==> config.mk <==
export PLATFORM = sky130hd
export DESIGN_NAME = cascadeDivider
export DESIGN_NICKNAME = d
export VERILOG_FILES = /design/src/rtl/cascadeDividerPkg.sv /design/src/rtl/cascadeDividerCtrl.sv /design/src/rtl/cascadeDividerPath.sv /design/src/rtl/cascadeDivider.sv
export SDC_FILE = /design/constraint.sdc
export NUM_CORES = 1
export LEC_CHECK = 0
export BUFFER_PORTS_ARGS = -buffer_cell sky130_fd_sc_hd__buf_2
export CELL_PAD_IN_SITES_DETAIL_PLACEMENT = 1
export CELL_PAD_IN_SITES_GLOBAL_PLACEMENT = 1
export CORE_MARGIN = 3
export CORE_UTILIZATION = 41
export CTS_BUF_LIST = sky130_fd_sc_hd__clkbuf_2
export CTS_CLUSTER_SIZE = 16
export DETAILED_ROUTE_END_ITERATION = 8
export HOLD_SLACK_MARGIN = 0.12
export PLACE_DENSITY = 0.87
export SETUP_SLACK_MARGIN = 0.05
export SYNTH_ARGS = -nofsm -noshare
export SYNTH_HDL_FRONTEND = slang
export SYNTH_SLANG_ARGS = --single-unit
==> constraint.sdc <==
create_clock -name clkIn -period 1.7 [get_ports clkIn]
set_input_delay 0.51 -clock clkIn [delete_from_list [all_inputs] [get_ports clkIn]]
set_output_delay 0.51 -clock clkIn [all_outputs]
set_load 0.02 [all_outputs]
==> src/rtl/cascadeDividerPkg.sv <==
package cascadeDividerPkg;

  // Strobes from the control stage to the output registers.
  typedef struct packed {
    logic mainSet;   // main output starts a new period (rising edge)
    logic mainClr;   // main output reaches its half period (falling edge)
    logic auxSet;    // auxiliary output rises
    logic auxClr;    // auxiliary output falls
    logic passMode;  // main ratio is 1: input clock is forwarded
    logic run;       // first edge after reset has been seen
  } divStrobe_t;

endpackage

==> src/rtl/cascadeDividerCtrl.sv <==
module cascadeDividerCtrl
  import cascadeDividerPkg::*;
#(
  parameter int N_CODE_W   = 2,
  parameter int P_CODE_W   = 1,
  parameter int P_BASE_LOG = 2
) (
  input  logic                clkIn,
  input  logic                rst,
  input  logic [N_CODE_W-1:0] nSel,
  input  logic [P_CODE_W-1:0] pSel,
  output divStrobe_t          strb
);

  localparam int N_MAX_LOG = (1 << N_CODE_W) - 1;
  localparam int N_CNT_W   = (N_MAX_LOG > 0) ? N_MAX_LOG : 1;
  localparam int P_MAX_LOG = P_BASE_LOG + (1 << P_CODE_W) - 1;
  localparam int P_CNT_W   = (P_MAX_LOG > 0) ? P_MAX_LOG : 1;
  localparam logic [P_CNT_W-1:0] P_CNT_RST = P_CNT_W'((1 << P_BASE_LOG) - 1);

  logic [N_CODE_W-1:0] nCodeQ;
  logic [P_CODE_W-1:0] pCodeQ;
  logic [N_CNT_W-1:0]  nCnt;
  logic [P_CNT_W-1:0]  pCnt;
  logic                runQ;

  logic [N_CNT_W:0] nRatio, nHalf, nNext;
  logic [P_CNT_W:0] pRatio, pHalf, pNext;
  logic             nTerm, pTerm;

  // Active ratios come from the codes taken at the last terminal count.
  always_comb begin
    nRatio = (N_CNT_W + 1)'(1) << nCodeQ;
    nHalf  = nRatio >> 1;
    nNext  = {1'b0, nCnt} + 1'b1;
    nTerm  = (nNext == nRatio);
    pRatio = (P_CNT_W + 1)'(1) << (pCodeQ + P_BASE_LOG);
    pHalf  = pRatio >> 1;
    pNext  = {1'b0, pCnt} + 1'b1;
    pTerm  = (pNext == pRatio);
  end

  // Auxiliary stage only advances on main period starts.
  always_comb begin
    strb.mainSet  = nTerm;
    strb.mainClr  = !nTerm && (nNext == nHalf);
    strb.auxSet   = nTerm && pTerm;
    strb.auxClr   = nTerm && !pTerm && (pNext == pHalf);
    strb.passMode = (nCodeQ == '0);
    strb.run      = runQ;
  end

  // Reset leaves both stages at their terminal count so the first edge starts
  // a full period on both outputs. New codes load only there.
  always_ff @(posedge clkIn or posedge rst) begin
    if (rst) begin
      nCodeQ <= '0;
      nCnt   <= '0;
      pCodeQ <= '0;
      pCnt   <= P_CNT_RST;
      runQ   <= 1'b0;
    end else begin
      runQ <= 1'b1;
      if (nTerm) begin
        nCnt   <= '0;
        nCodeQ <= nSel;
        if (pTerm) begin
          pCnt   <= '0;
          pCodeQ <= pSel;
        end else begin
          pCnt <= pCnt + 1'b1;
        end
      end else begin
        nCnt <= nCnt + 1'b1;
      end
    end
  end

endmodule

==> src/rtl/cascadeDividerPath.sv <==
module cascadeDividerPath
  import cascadeDividerPkg::*;
(
  input  logic       clkIn,
  input  logic       rst,
  input  divStrobe_t strb,
  output logic       mainOut,
  output logic       auxOut
);

  logic mainQ;
  logic auxQ;

  always_ff @(posedge clkIn or posedge rst) begin
    if (rst) begin
      mainQ <= 1'b0;
    end else if (strb.mainSet) begin
      mainQ <= 1'b1;
    end else if (strb.mainClr) begin
      mainQ <= 1'b0;
    end
  end

  always_ff @(posedge clkIn or posedge rst) begin
    if (rst) begin
      auxQ <= 1'b0;
    end else if (strb.auxSet) begin
      auxQ <= 1'b1;
    end else if (strb.auxClr) begin
      auxQ <= 1'b0;
    end
  end

  // Ratio 1 forwards the input clock, gated off until the first edge.
  assign mainOut = strb.passMode ? (clkIn & strb.run) : mainQ;
  assign auxOut  = auxQ;

endmodule

==> src/rtl/cascadeDivider.sv <==
module cascadeDivider
  import cascadeDividerPkg::*;
#(
  parameter int N_CODE_W   = 2,
  parameter int P_CODE_W   = 1,
  parameter int P_BASE_LOG = 2
) (
  input  logic                clkIn,
  input  logic                rst,
  input  logic [N_CODE_W-1:0] nSel,
  input  logic [P_CODE_W-1:0] pSel,
  output logic                mainOut,
  output logic                auxOut
);

  divStrobe_t strb;
  logic       strbPass;
  logic       strbRun;

  cascadeDividerCtrl #(
    .N_CODE_W  (N_CODE_W),
    .P_CODE_W  (P_CODE_W),
    .P_BASE_LOG(P_BASE_LOG)
  ) ctrlU (
    .clkIn(clkIn),
    .rst  (rst),
    .nSel (nSel),
    .pSel (pSel),
    .strb (strb)
  );

  cascadeDividerPath pathU (
    .clkIn  (clkIn),
    .rst    (rst),
    .strb   (strb),
    .mainOut(mainOut),
    .auxOut (auxOut)
  );

  assign strbPass = strb.passMode;
  assign strbRun  = strb.run;

endmodule

==> results of run 1 <==
## cells in the mapped netlist (all sizes together), types with 3 or more instances
| master | number |
|---|---|
| o21ai | 6 |
| nand2b | 3 |
| a21oi | 4 |
| dfrtp | 10 |
| nor2 | 6 |
| nand3 | 3 |
| inv | 5 |
| ha | 3 |
| nand2 | 4 |
## stage by stage
stage	utilization (%)	setup WS [ns]
CTS	68.87	-0.1756
detailed placement	57.22	-0.08697
global placement	57.22	-0.01022
floorplan	-	0.03432
## what timing repair did
action,4_1_cts
hold buffers,1
setup endpoints to repair,12
endpoints found under the hold margin,5
resized for setup,19
pin swaps,10
setup buffers,10
## cell families after synthesis
group | Yosys count | synth area share, %
AND/OR/NAND/NOR | 25 | 18.72
AO/OA/AOI/OAI | 21 | 21.25
XOR/XNOR | 2 | 3.373
adder cells (fa/ha/maj) | 3 | 5.060
flip-flops | 12 | 40.81
multiplexers | 3 | 4.890
other | 1 | 0.5054
buffers and inverters | 8 | 5.395
==> results.md, run 1 <==
- Outcome: did not finish
- Fail Step: global routing
- Err: [ERROR DPL-0033] detailed placement checks failed during check placement.
- Synth top area share: 33.73%
- Post-Syn Area: 742.0 um^2
- Final GP Congestion: 0.8144
- Warnings from Yosys: 0
- Placed Cells: 114
- Gate Count Post-Synth: 75
- DPL Wire Length: 1.396 mm
- Initial antenna violation count: 0
- Syn Area/Cell: 9.893 um^2
- Top cells by area, synth: dfrtp_1, dfstp_2, ha_1
- Port buffer count: 6
- Num rows: 14
- Yosys reg bits: 12
- DIE WIDTH: 48.54 um
- Die Y: 48.54 um
- Sequential share of the synthesized area: 40.81%
- Starting density of the core: 46.04%
- Async SR Flop Fraction: 100.0%
- Cell variety after synth: 39
- Largest net degree at the start of global routing: 13
- Post-Syn Nets: 83
- Boundary Pins: 7
- Top FF cell, synth: dfrtp_1
- Post-synth EDFFs: 0
- Post-DP Area: 922.1 um^2
- Synth area leader: dfrtp_1
==> run 2: changes to the inputs <==
==> config.mk (replaced) <==
export PLATFORM = sky130hd
export DESIGN_NAME = cascadeDivider
export DESIGN_NICKNAME = d
export VERILOG_FILES = /design/src/rtl/cascadeDividerPkg.sv /design/src/rtl/cascadeDividerCtrl.sv /design/src/rtl/cascadeDividerPath.sv /design/src/rtl/cascadeDivider.sv
export SDC_FILE = /design/constraint.sdc
export NUM_CORES = 1
export LEC_CHECK = 0
export BUFFER_PORTS_ARGS = -buffer_cell sky130_fd_sc_hd__buf_2
export CORE_AREA = 3 3 64 66
export DETAILED_ROUTE_END_ITERATION = 8
export DIE_AREA = 0 0 67 69
export PLACE_DENSITY_LB_ADDON = 0.15
export SYNTH_ARGS = -nofsm -noshare
export SYNTH_HDL_FRONTEND = slang
export SYNTH_SLANG_ARGS = --single-unit
==> constraint.sdc (replaced) <==
create_clock -name clkIn -period 2.21 [get_ports clkIn]
set_input_delay 0.663 -clock clkIn [delete_from_list [all_inputs] [get_ports clkIn]]
set_output_delay 0.663 -clock clkIn [all_outputs]
set_load 0.02 [all_outputs]
==> run 2 against run 1 <==
The flow now finishes without violations. Area after synthesis did not move. Synthesized cell count unchanged.
==> results.md, run 2 <==
- Global-route wire length before repair: 2.635 mm
- Worst EP arrival: 1.48 ns
- R2r startpoint: ctrlU.nCnt[0]
- Pwr/cell area: 1670 nW/um^2
- Drt total wl: 1.446 mm
- Boundary Pins: 7
- Setup crit start: clkIn
- Fillers: 412
- DPL Wire Length: 1.034 mm
- CP endpoint: mainOut
- CP Launch Type: clock port
- Sequential share of the synthesized area: 40.81%
- Tot Pwr: 1.494 mW
- Register clock-pin slew on the reported worst setup and hold paths: 0.05 ns
- R2r setup slk: 0.19 ns
- Total negative slack: 0 ns
- Final Max Slew Viols: 0
- Synth area leader: dfrtp_1
- # DRC: 0
- Int Power: 0.8844 mW
- Commonest non-fill, non-tap cell in the layout: dfrtp_1
- Final GP Congestion: 0.7210
- Core Area: 3633 um^2
- Area grow syn2layout: 20.57%
- Port buffer count: 6
- Worst Setup Slack, final: 0.06759 ns
- Post-place setup slack: 0.1752 ns
- Leakage dissipation: 0.3698 nW
- Worst vdd ir: 439.1 uV
- Drt wl/cell: 10.95 um
- Syn Area/Cell: 9.893 um^2
- Critical Path Fanout Max: 2
- Min-Delay Path Class: in2async
- Top FF cell, synth: dfrtp_1
- RSZ-0062 raised after global routing: no
- DIE WIDTH: 67 um
- TritonRoute pass-1 iters: 4
- Sw power: 0.6094 mW
- Outcome: finished, final reports clean
- DR iter-0 viols: 39
- Register-to-Register Path Depth: 6
- Combinational share of power: 44.7%
- Initial antenna violation count: 0
- Die area: 4623 um^2
- Post-DRT Antenna Nets: 0
- Most frequent cells after synthesis: dfrtp_1, nor2_1, inv_1, o21ai_0
- Worst Path Class, Setup: clk2out
- Critical R2R Capture: ctrlU.pCodeQ
- Gate Count Post-Synth: 75
- N_diodes: 0
- Clk_lat worst skew: 0.34 ns
- Most frequent cells in the layout: dfrtp_1, nor2_1, inv_1, clkbuf_8, buf_2
- Post-Syn Nets: 83
- Num rows: 22
- Nets: 94
- Die Y: 69 um
- Max-cap violation count: 0
- Cell variety after synth: 39
- Post-synth EDFFs: 0
- Part of the power in the clock network: 22.8%
- Setup Skew: 0.0007510 ns
- Via count of the first global-routing pass: 616
- Yosys reg bits: 12
- GR Util All Layers: 7.844%
- Share of cells above drive strength 1: 27.38%
- Grt ovf: 0
- Largest net degree at the start of global routing: 13
- Routed vias: 566
- Top cells by area, synth: dfrtp_1, dfstp_2, ha_1
- Top flop regs: ctrlU.nCnt x3, ctrlU.pCnt x3, ctrlU.nCodeQ x2
- Final setup violating endpoints: 0
- Routed vias/inst: 4.288
- Part of the power in registers: 32.5%
- Synth top area share: 33.73%
- CTS tree: built
- Crit end category: output pin
- Starting density of the core: 20.42%
- Post-CTS Setup Repair Bufs: 0
- Sw Share: 40.80%
- Most common cell in the netlist: dfrtp_1
- Async SR Flop Fraction: 100.0%
- Warnings from Yosys: 0
- Post-Syn Area: 742.0 um^2
- CP Data Required Time: 1.55 ns
- Final hold vios: 0
## run 2: cell counts after synthesis
Identical to the previous run, type by type.
## run 2: cell type report
class | instances | area [um^2] | share of cell area (%)
Multi-Input combinational cell | 55 | 404.1 | 45.17
Timing Repair Buffer | 6 | 32.53 | 3.636
Tap cell | 48 | 60.06 | 6.713
Inverter | 5 | 18.77 | 2.098
Sequential cell | 12 | 302.8 | 33.85
Clock buffer | 6 | 76.32 | 8.531
## run 2: cells by family after synthesis
logic type,share of synthesized area (%)
mux,4.890
buf+inv,5.395
compound gates,21.25
other cells,0.5054
fa+ha+maj,5.060
simple gates,18.72
flops,40.81
xor+xnor,3.373
## run 2: what timing repair did
action / 4_1_cts / 5_1_grt
setup endpoints to repair: 1 / 0
resized for setup: 3 / 0
hold buffers: 0 / 0
## run 2: how the worst min path moves through the flow
stage | start | to | slack [ns] | cells past startpoint
3_3_place_gp | pathU.auxOut | pathU.auxOut | 0.49 | 1
2_1_floorplan | ctrlU.pCnt[1] | ctrlU.pCnt[1] | 0.48 | 2
6_report | rst | ctrlU.runQ | 0.32 | 2
5_1_grt | rst | pathU.auxOut | 0.37 | 2
4_1_cts | rst | ctrlU.nCodeQ[0] | 0.34 | 2
3_5_place_dp | pathU.auxOut | pathU.auxOut | 0.50 | 1
## run 2: power groups by stage
stage | sequential (mW) | combinational [mW] | clock, mW
2_1_floorplan | 0.428 | 0.614 | 0.0267
3_3_place_gp | 0.491 | 0.675 | 0.0378
3_5_place_dp | 0.480 | 0.681 | 0.0378
4_1_cts | 0.484 | 0.681 | 0.350
5_1_grt | 0.510 | 0.769 | 0.368
6_report | 0.485 | 0.668 | 0.341
## run 2: critical path, cell delays in order
cell,delay (ns)
clkbuf_8,0.11
nand3_2,0.05
o21ai_1,0.05
buf_4,0.16
## run 2: per-stage QoR
stage | instance area, um^2 | instances | hold WS, ns | util, %
after floorplan | 742.0 | 75 | 0.4756 | -
after global placement | 818.3 | 127 | 0.4949 | 22.52
after detailed placement | 818.3 | 127 | 0.4984 | 22.52
after CTS | 894.6 | 132 | 0.3397 | 24.62
after global routing | 894.6 | 132 | 0.3743 | 24.62
final | 894.6 | 132 | 0.3234 | 24.62
## run 2: per-layer routing
metal  vias up  track usage, %  part of all wire [%]
met5         -               0                     0
met4         0           7.658                   2.6
met3         2           2.606                   3.4
met2         7           10.92                    49
met1       272           8.963                    45
li1        285               -                     -
No activity file was read; power rests on OpenSTA's default activity.
==> run 3: changes to the inputs <==
--- a/config.mk
+++ b/config.mk
@@ -7,6 +7,7 @@
 export LEC_CHECK = 0
 export BUFFER_PORTS_ARGS = -buffer_cell sky130_fd_sc_hd__buf_2
 export CORE_AREA = 3 3 64 66
+export CTS_BUF_LIST = sky130_fd_sc_hd__clkbuf_4
 export DETAILED_ROUTE_END_ITERATION = 8
 export DIE_AREA = 0 0 67 69
 export PLACE_DENSITY_LB_ADDON = 0.15
==> run 3 against run 2 <==
Worst hold slack worse by 0.037 ns. Highest routed layer unchanged. Sequential share of layout area rose by 1.2 points. Power fell by 7.4%. Design area down 3.5%. Worst setup slack lost 0.0043 ns. Die area unchanged. Clock skew fell by 0.00050 ns. Sequential power barely moved. Combinational power is essentially flat. Register-to-register slack about the same. Global-route usage shrank 0.66 points. Critical path depth unchanged.
==> results.md, run 3 (synthesized netlist as in run 2, its figures left out) <==
- Post-DRT Antenna Nets: 0
- Worst EP arrival: 1.48 ns
- Pwr/cell area: 1603 nW/um^2
- Top flop regs: ctrlU.nCnt x3, ctrlU.pCnt x3, ctrlU.nCodeQ x2
- Global-route wire length before repair: 2.539 mm
- Num rows: 22
- Critical Path Fanout Max: 2
- Total negative slack: 0 ns
- GR Util All Layers: 7.187%
- Final Max Slew Viols: 0
- Outcome: finished, final reports clean
- Initial antenna violation count: 0
- Placed Cells: 127
- Setup Skew: 0.0002500 ns
- Final hold vios: 0
- DR iter-0 viols: 42
- Routed vias: 570
- Setup crit start: clkIn
- Post-DP Area: 818.3 um^2
- Final cell count without fillers: 132
- Die area: 4623 um^2
- Fillers: 416
- Tot Pwr: 1.384 mW
- Worst vdd ir: 428.5 uV
- Worst Path Class, Setup: clk2out
- Slowest cell on crit path: buf_4
- Drt wl/cell: 10.48 um
- Most frequent cells in the layout: dfrtp_1, nor2_1, inv_1, clkbuf_4, buf_2
- Final setup violating endpoints: 0
- N_diodes: 0
- Max incr delay on CP: 0.16 ns
- R2r startpoint: ctrlU.nCnt[0]
- Commonest non-fill, non-tap cell in the layout: dfrtp_1
- Drt total wl: 1.383 mm
- Routed vias/inst: 4.318
- Nets: 94
- Starting density of the core: 20.42%
- Largest net degree at the start of global routing: 13
- Boundary Pins: 7
- Port buffer count: 6
- RSZ-0062 raised after global routing: no
- DIE WIDTH: 67 um
- CP Data Required Time: 1.55 ns
- # DRC: 0
- Register clock-pin slew on the reported worst setup and hold paths: 0.07 ns
- Leakage dissipation: 0.3568 nW
- Via count of the first global-routing pass: 587
- Clk_lat worst skew: 0.37 ns
- Die Y: 69 um
- Core Area: 3633 um^2
- CTS tree: built
- Critical-path cell list: clkbuf_4 -> nand3_2 -> o21ai_1 -> buf_4
- Max-cap violation count: 0
- Crit end category: output pin
- Grt ovf: 0
- DPL Wire Length: 1.034 mm
- Final hold slack: 0.2862 ns
- Min-Delay Path Class: in2async
- Final instance area: 863.3 um^2
- CP Launch Type: clock port
- Area grow syn2layout: 16.36%
- Final GP Congestion: 0.7210
- Share of cells above drive strength 1: 27.38%
- TritonRoute pass-1 iters: 4
==> run 3: power by group <==
| part | switching (mW) | total (mW) | internal (mW) |
|---|---|---|---|
| Combinational | 0.343 | 0.667 | 0.324 |
| Clock | 0.107 | 0.234 | 0.127 |
| Sequential | 0.143 | 0.482 | 0.339 |
| Total | 0.594 | 1.38 | 0.790 |
==> run 3: final timing paths <==
| path | slack, ns | end | cells after the start |
|---|---|---|---|
| max in group asynchronous | 1.58 | ctrlU.pCnt[1] | 2 |
| min in group clkIn | 0.49 | ctrlU.nCodeQ[1] | 3 |
| worst max register to register | 0.20 | ctrlU.pCodeQ | 6 |
| worst min-delay path | 0.29 | ctrlU.runQ | 2 |
| worst max-delay path | 0.06 | mainOut | 4 |
| worst min register to register | 0.51 | pathU.auxOut | 1 |
==> run 3: stage by stage <==
| stage | worst slack (ns) | utilization [%] |
|---|---|---|
| after global placement | 0.1750 | 22.52 |
| after floorplan | 0.1597 | - |
| after detailed placement | 0.1752 | 22.52 |
| after CTS | 0.05580 | 23.76 |
| after global routing | 0.02341 | 23.76 |
| final | 0.06325 | 23.76 |
==> run 3: metal layers <==
layer  share of wire [%]  wire, um  vias to the layer above  GRT usage (%)
met5                   0         0                        -              0
met4                 3.9        54                        0          5.631
met3                 3.3        46                        6          1.629
met2                  46       642                        8          10.37
met1                  46       639                      273          8.963
li1                    -         -                      283              -
==> run 3: layout make-up <==
cell class | count | area [um^2] | area share, %
Timing Repair Buffer | 6 | 32.53 | 3.768
Sequential cell | 12 | 302.8 | 35.07
Tap cell | 48 | 60.06 | 6.957
Inverter | 5 | 18.77 | 2.174
Clock buffer | 6 | 45.04 | 5.217
Multi-Input combinational cell | 55 | 404.1 | 46.81
==> run 3: timing repair <==
item / CTS / global route
hold buffers: 0 / 0
resized for setup: 3 / 0
buffers inserted: 0 / 0
setup endpoints to repair: 1 / 0
==> run 3: worst max-delay path, delay by kind of cell <==
kind                   cells  cell delay, ns
AO/OA/AOI/OAI              1            0.05
buffers and inverters      2            0.27
AND/OR/NAND/NOR            1            0.05
==> run 4: changes to the inputs <==
--- a/config.mk
+++ b/config.mk
@@ -10,7 +10,7 @@
 export CTS_BUF_LIST = sky130_fd_sc_hd__clkbuf_4
 export DETAILED_ROUTE_END_ITERATION = 8
 export DIE_AREA = 0 0 67 69
-export PLACE_DENSITY_LB_ADDON = 0.15
+export PLACE_DENSITY = 0.4
 export SYNTH_ARGS = -nofsm -noshare
 export SYNTH_HDL_FRONTEND = slang
 export SYNTH_SLANG_ARGS = --single-unit
==> run 4 against run 3 <==
Flip-flop and latch count unchanged. Global-route usage increased by 0.75 points. Critical path depth stayed put. Non-clock buffer count increased by 1. First-iteration DRC count decreased by 83%. Via count is 1.6% lower. Final cell count grew 2.3%. Register-to-register slack worse by 0.02 ns. Clock skew increased by 0.00093 ns. Wire length rose by 3.8%. Core utilization rose by 0.45 points. Combinational power grew 2%. Critical path type unchanged. Largest cell class unchanged. Largest power group unchanged. Highest routed layer unchanged.
==> results.md, run 4 (synthesized netlist as in run 2, its figures left out) <==
- Final cell count without fillers: 135
- Outcome: finished, final reports clean
- Worst vdd ir: 438.8 uV
- RSZ-0062 raised after global routing: no
- Crit end category: output pin
- CP Launch Type: clock port
- DIE WIDTH: 67 um
- Post-CTS Setup Repair Bufs: 0
- Initial antenna violation count: 0
- Final setup violating endpoints: 0
- Global-route wire length before repair: 2.553 mm
- Nets: 95
- Drt wl/cell: 10.64 um
- Share of cells above drive strength 1: 29.07%
- Num rows: 22
- Routed vias: 561
- Worst EP arrival: 1.49 ns
- Clk_lat worst skew: 0.39 ns
- # DRC: 0
- Int Power: 0.8082 mW
- Min-Delay Path Class: in2async
- Total negative slack: 0 ns
- GR Util All Layers: 7.937%
- Commonest non-fill, non-tap cell in the layout: dfrtp_1
- Area grow syn2layout: 18.55%
- Grt ovf: 0
- DR iter-0 viols: 7
- Max-cap violation count: 0
- DPL Wire Length: 1.013 mm
- Sw power: 0.6092 mW
- TritonRoute pass-1 iters: 4
- Port buffer count: 6
- Final hold vios: 0
- Largest net degree at the start of global routing: 13
- Sw Share: 42.98%
- Placed Cells: 128
- Boundary Pins: 7
- Gates resized, CTS repair: 3
- Routed vias/inst: 4.156
- CTS tree: built
- Leakage dissipation: 0.3637 nW
- Part of the power in the clock network: 17.7%
- Setup Skew: 0.001176 ns
- Core Area: 3633 um^2
- Worst Path Class, Setup: clk2out
- CP Data Required Time: 1.55 ns
- Die Y: 69 um
- Part of the power in registers: 34.3%
- Drt total wl: 1.436 mm
- Critical Path Fanout Max: 3
- Most frequent cells in the layout: dfrtp_1, nor2_1, inv_1, clkbuf_4, buf_2
- Combinational share of power: 48.0%
- # hold bufs at CTS: 0
- Final Max Slew Viols: 0
- Register clock-pin slew on the reported worst setup and hold paths: 0.08 ns
- Starting density of the core: 20.42%
- Die area: 4623 um^2
- Final GP Congestion: 0.8196
- Top flop regs: ctrlU.nCnt x3, ctrlU.pCnt x3, ctrlU.nCodeQ x2
- Via count of the first global-routing pass: 576
- Post-DRT Antenna Nets: 0
- Pwr/cell area: 1611 nW/um^2
-- run 4: changes by cell type in the layout (fill, tap and decap cells not counted), sizes merged --
cell    change
buf         +1
clkinv      +1
diode       +1
-- run 4: path summary, 6_finish.rpt --
path                               start         endpoint  slack (ns)  cells past startpoint
setup / recovery                   clkIn          mainOut        0.05                      4
hold / removal                       rst  ctrlU.nCodeQ[0]        0.27                      2
setup reg to reg           ctrlU.nCnt[0]     ctrlU.pCodeQ        0.18                      6
hold reg to reg            ctrlU.pCnt[1]    ctrlU.pCnt[1]        0.51                      2
max in group asynchronous            rst    ctrlU.pCnt[0]        1.60                      2
min in group clkIn               nSel[1]  ctrlU.nCodeQ[1]        0.46                      3
-- run 4: area by class of cell --
type,instances,area [um^2]
sequential,12,302.8
fill,416,2754
tap,48,60.06
clock buffer,6,45.04
multi-input combinational,55,406.6
clock inverter,1,3.754
antenna,1,2.502
inverter,5,18.77
timing repair buffer,7,40.04
-- run 4: metal layers --
layer	vias to the layer above	part of all wire (%)	global-route usage, %
li1	288	-	-
met1	253	48	9.347
met2	12	42	9.279
met3	8	5.4	3.583
met4	0	5.1	9.459
met5	-	0	0
-- run 4: power groups by stage --
stage | logic [mW] | clock network [mW] | registers [mW]
2_1_floorplan | 0.614 | 0.0267 | 0.428
3_3_place_gp | 0.692 | 0.0378 | 0.483
3_5_place_dp | 0.685 | 0.0378 | 0.485
4_1_cts | 0.690 | 0.258 | 0.483
5_1_grt | 0.795 | 0.281 | 0.511
6_report | 0.681 | 0.251 | 0.486
-- run 4: worst max-delay path, stage by stage --
cell and delay (ns):
clkbuf_4 0.11, nand3_2 0.05, o21ai_1 0.06, buf_4 0.16
-- run 4: per-stage QoR --
stage          area [um^2]  hold slack, ns  utilization, %  setup WS (ns)  power (mW)
3_5_place_dp         825.8          0.4847           22.73         0.1746       1.208
6_report             879.6          0.2658           24.21        0.05410       1.417
5_1_grt              877.1          0.2902           24.14        0.02000       1.587
2_1_floorplan        742.0          0.4756               -         0.1597       1.069
3_3_place_gp         825.8          0.4832           22.73         0.1749       1.213
4_1_cts              874.6          0.2848           24.07        0.05185       1.431
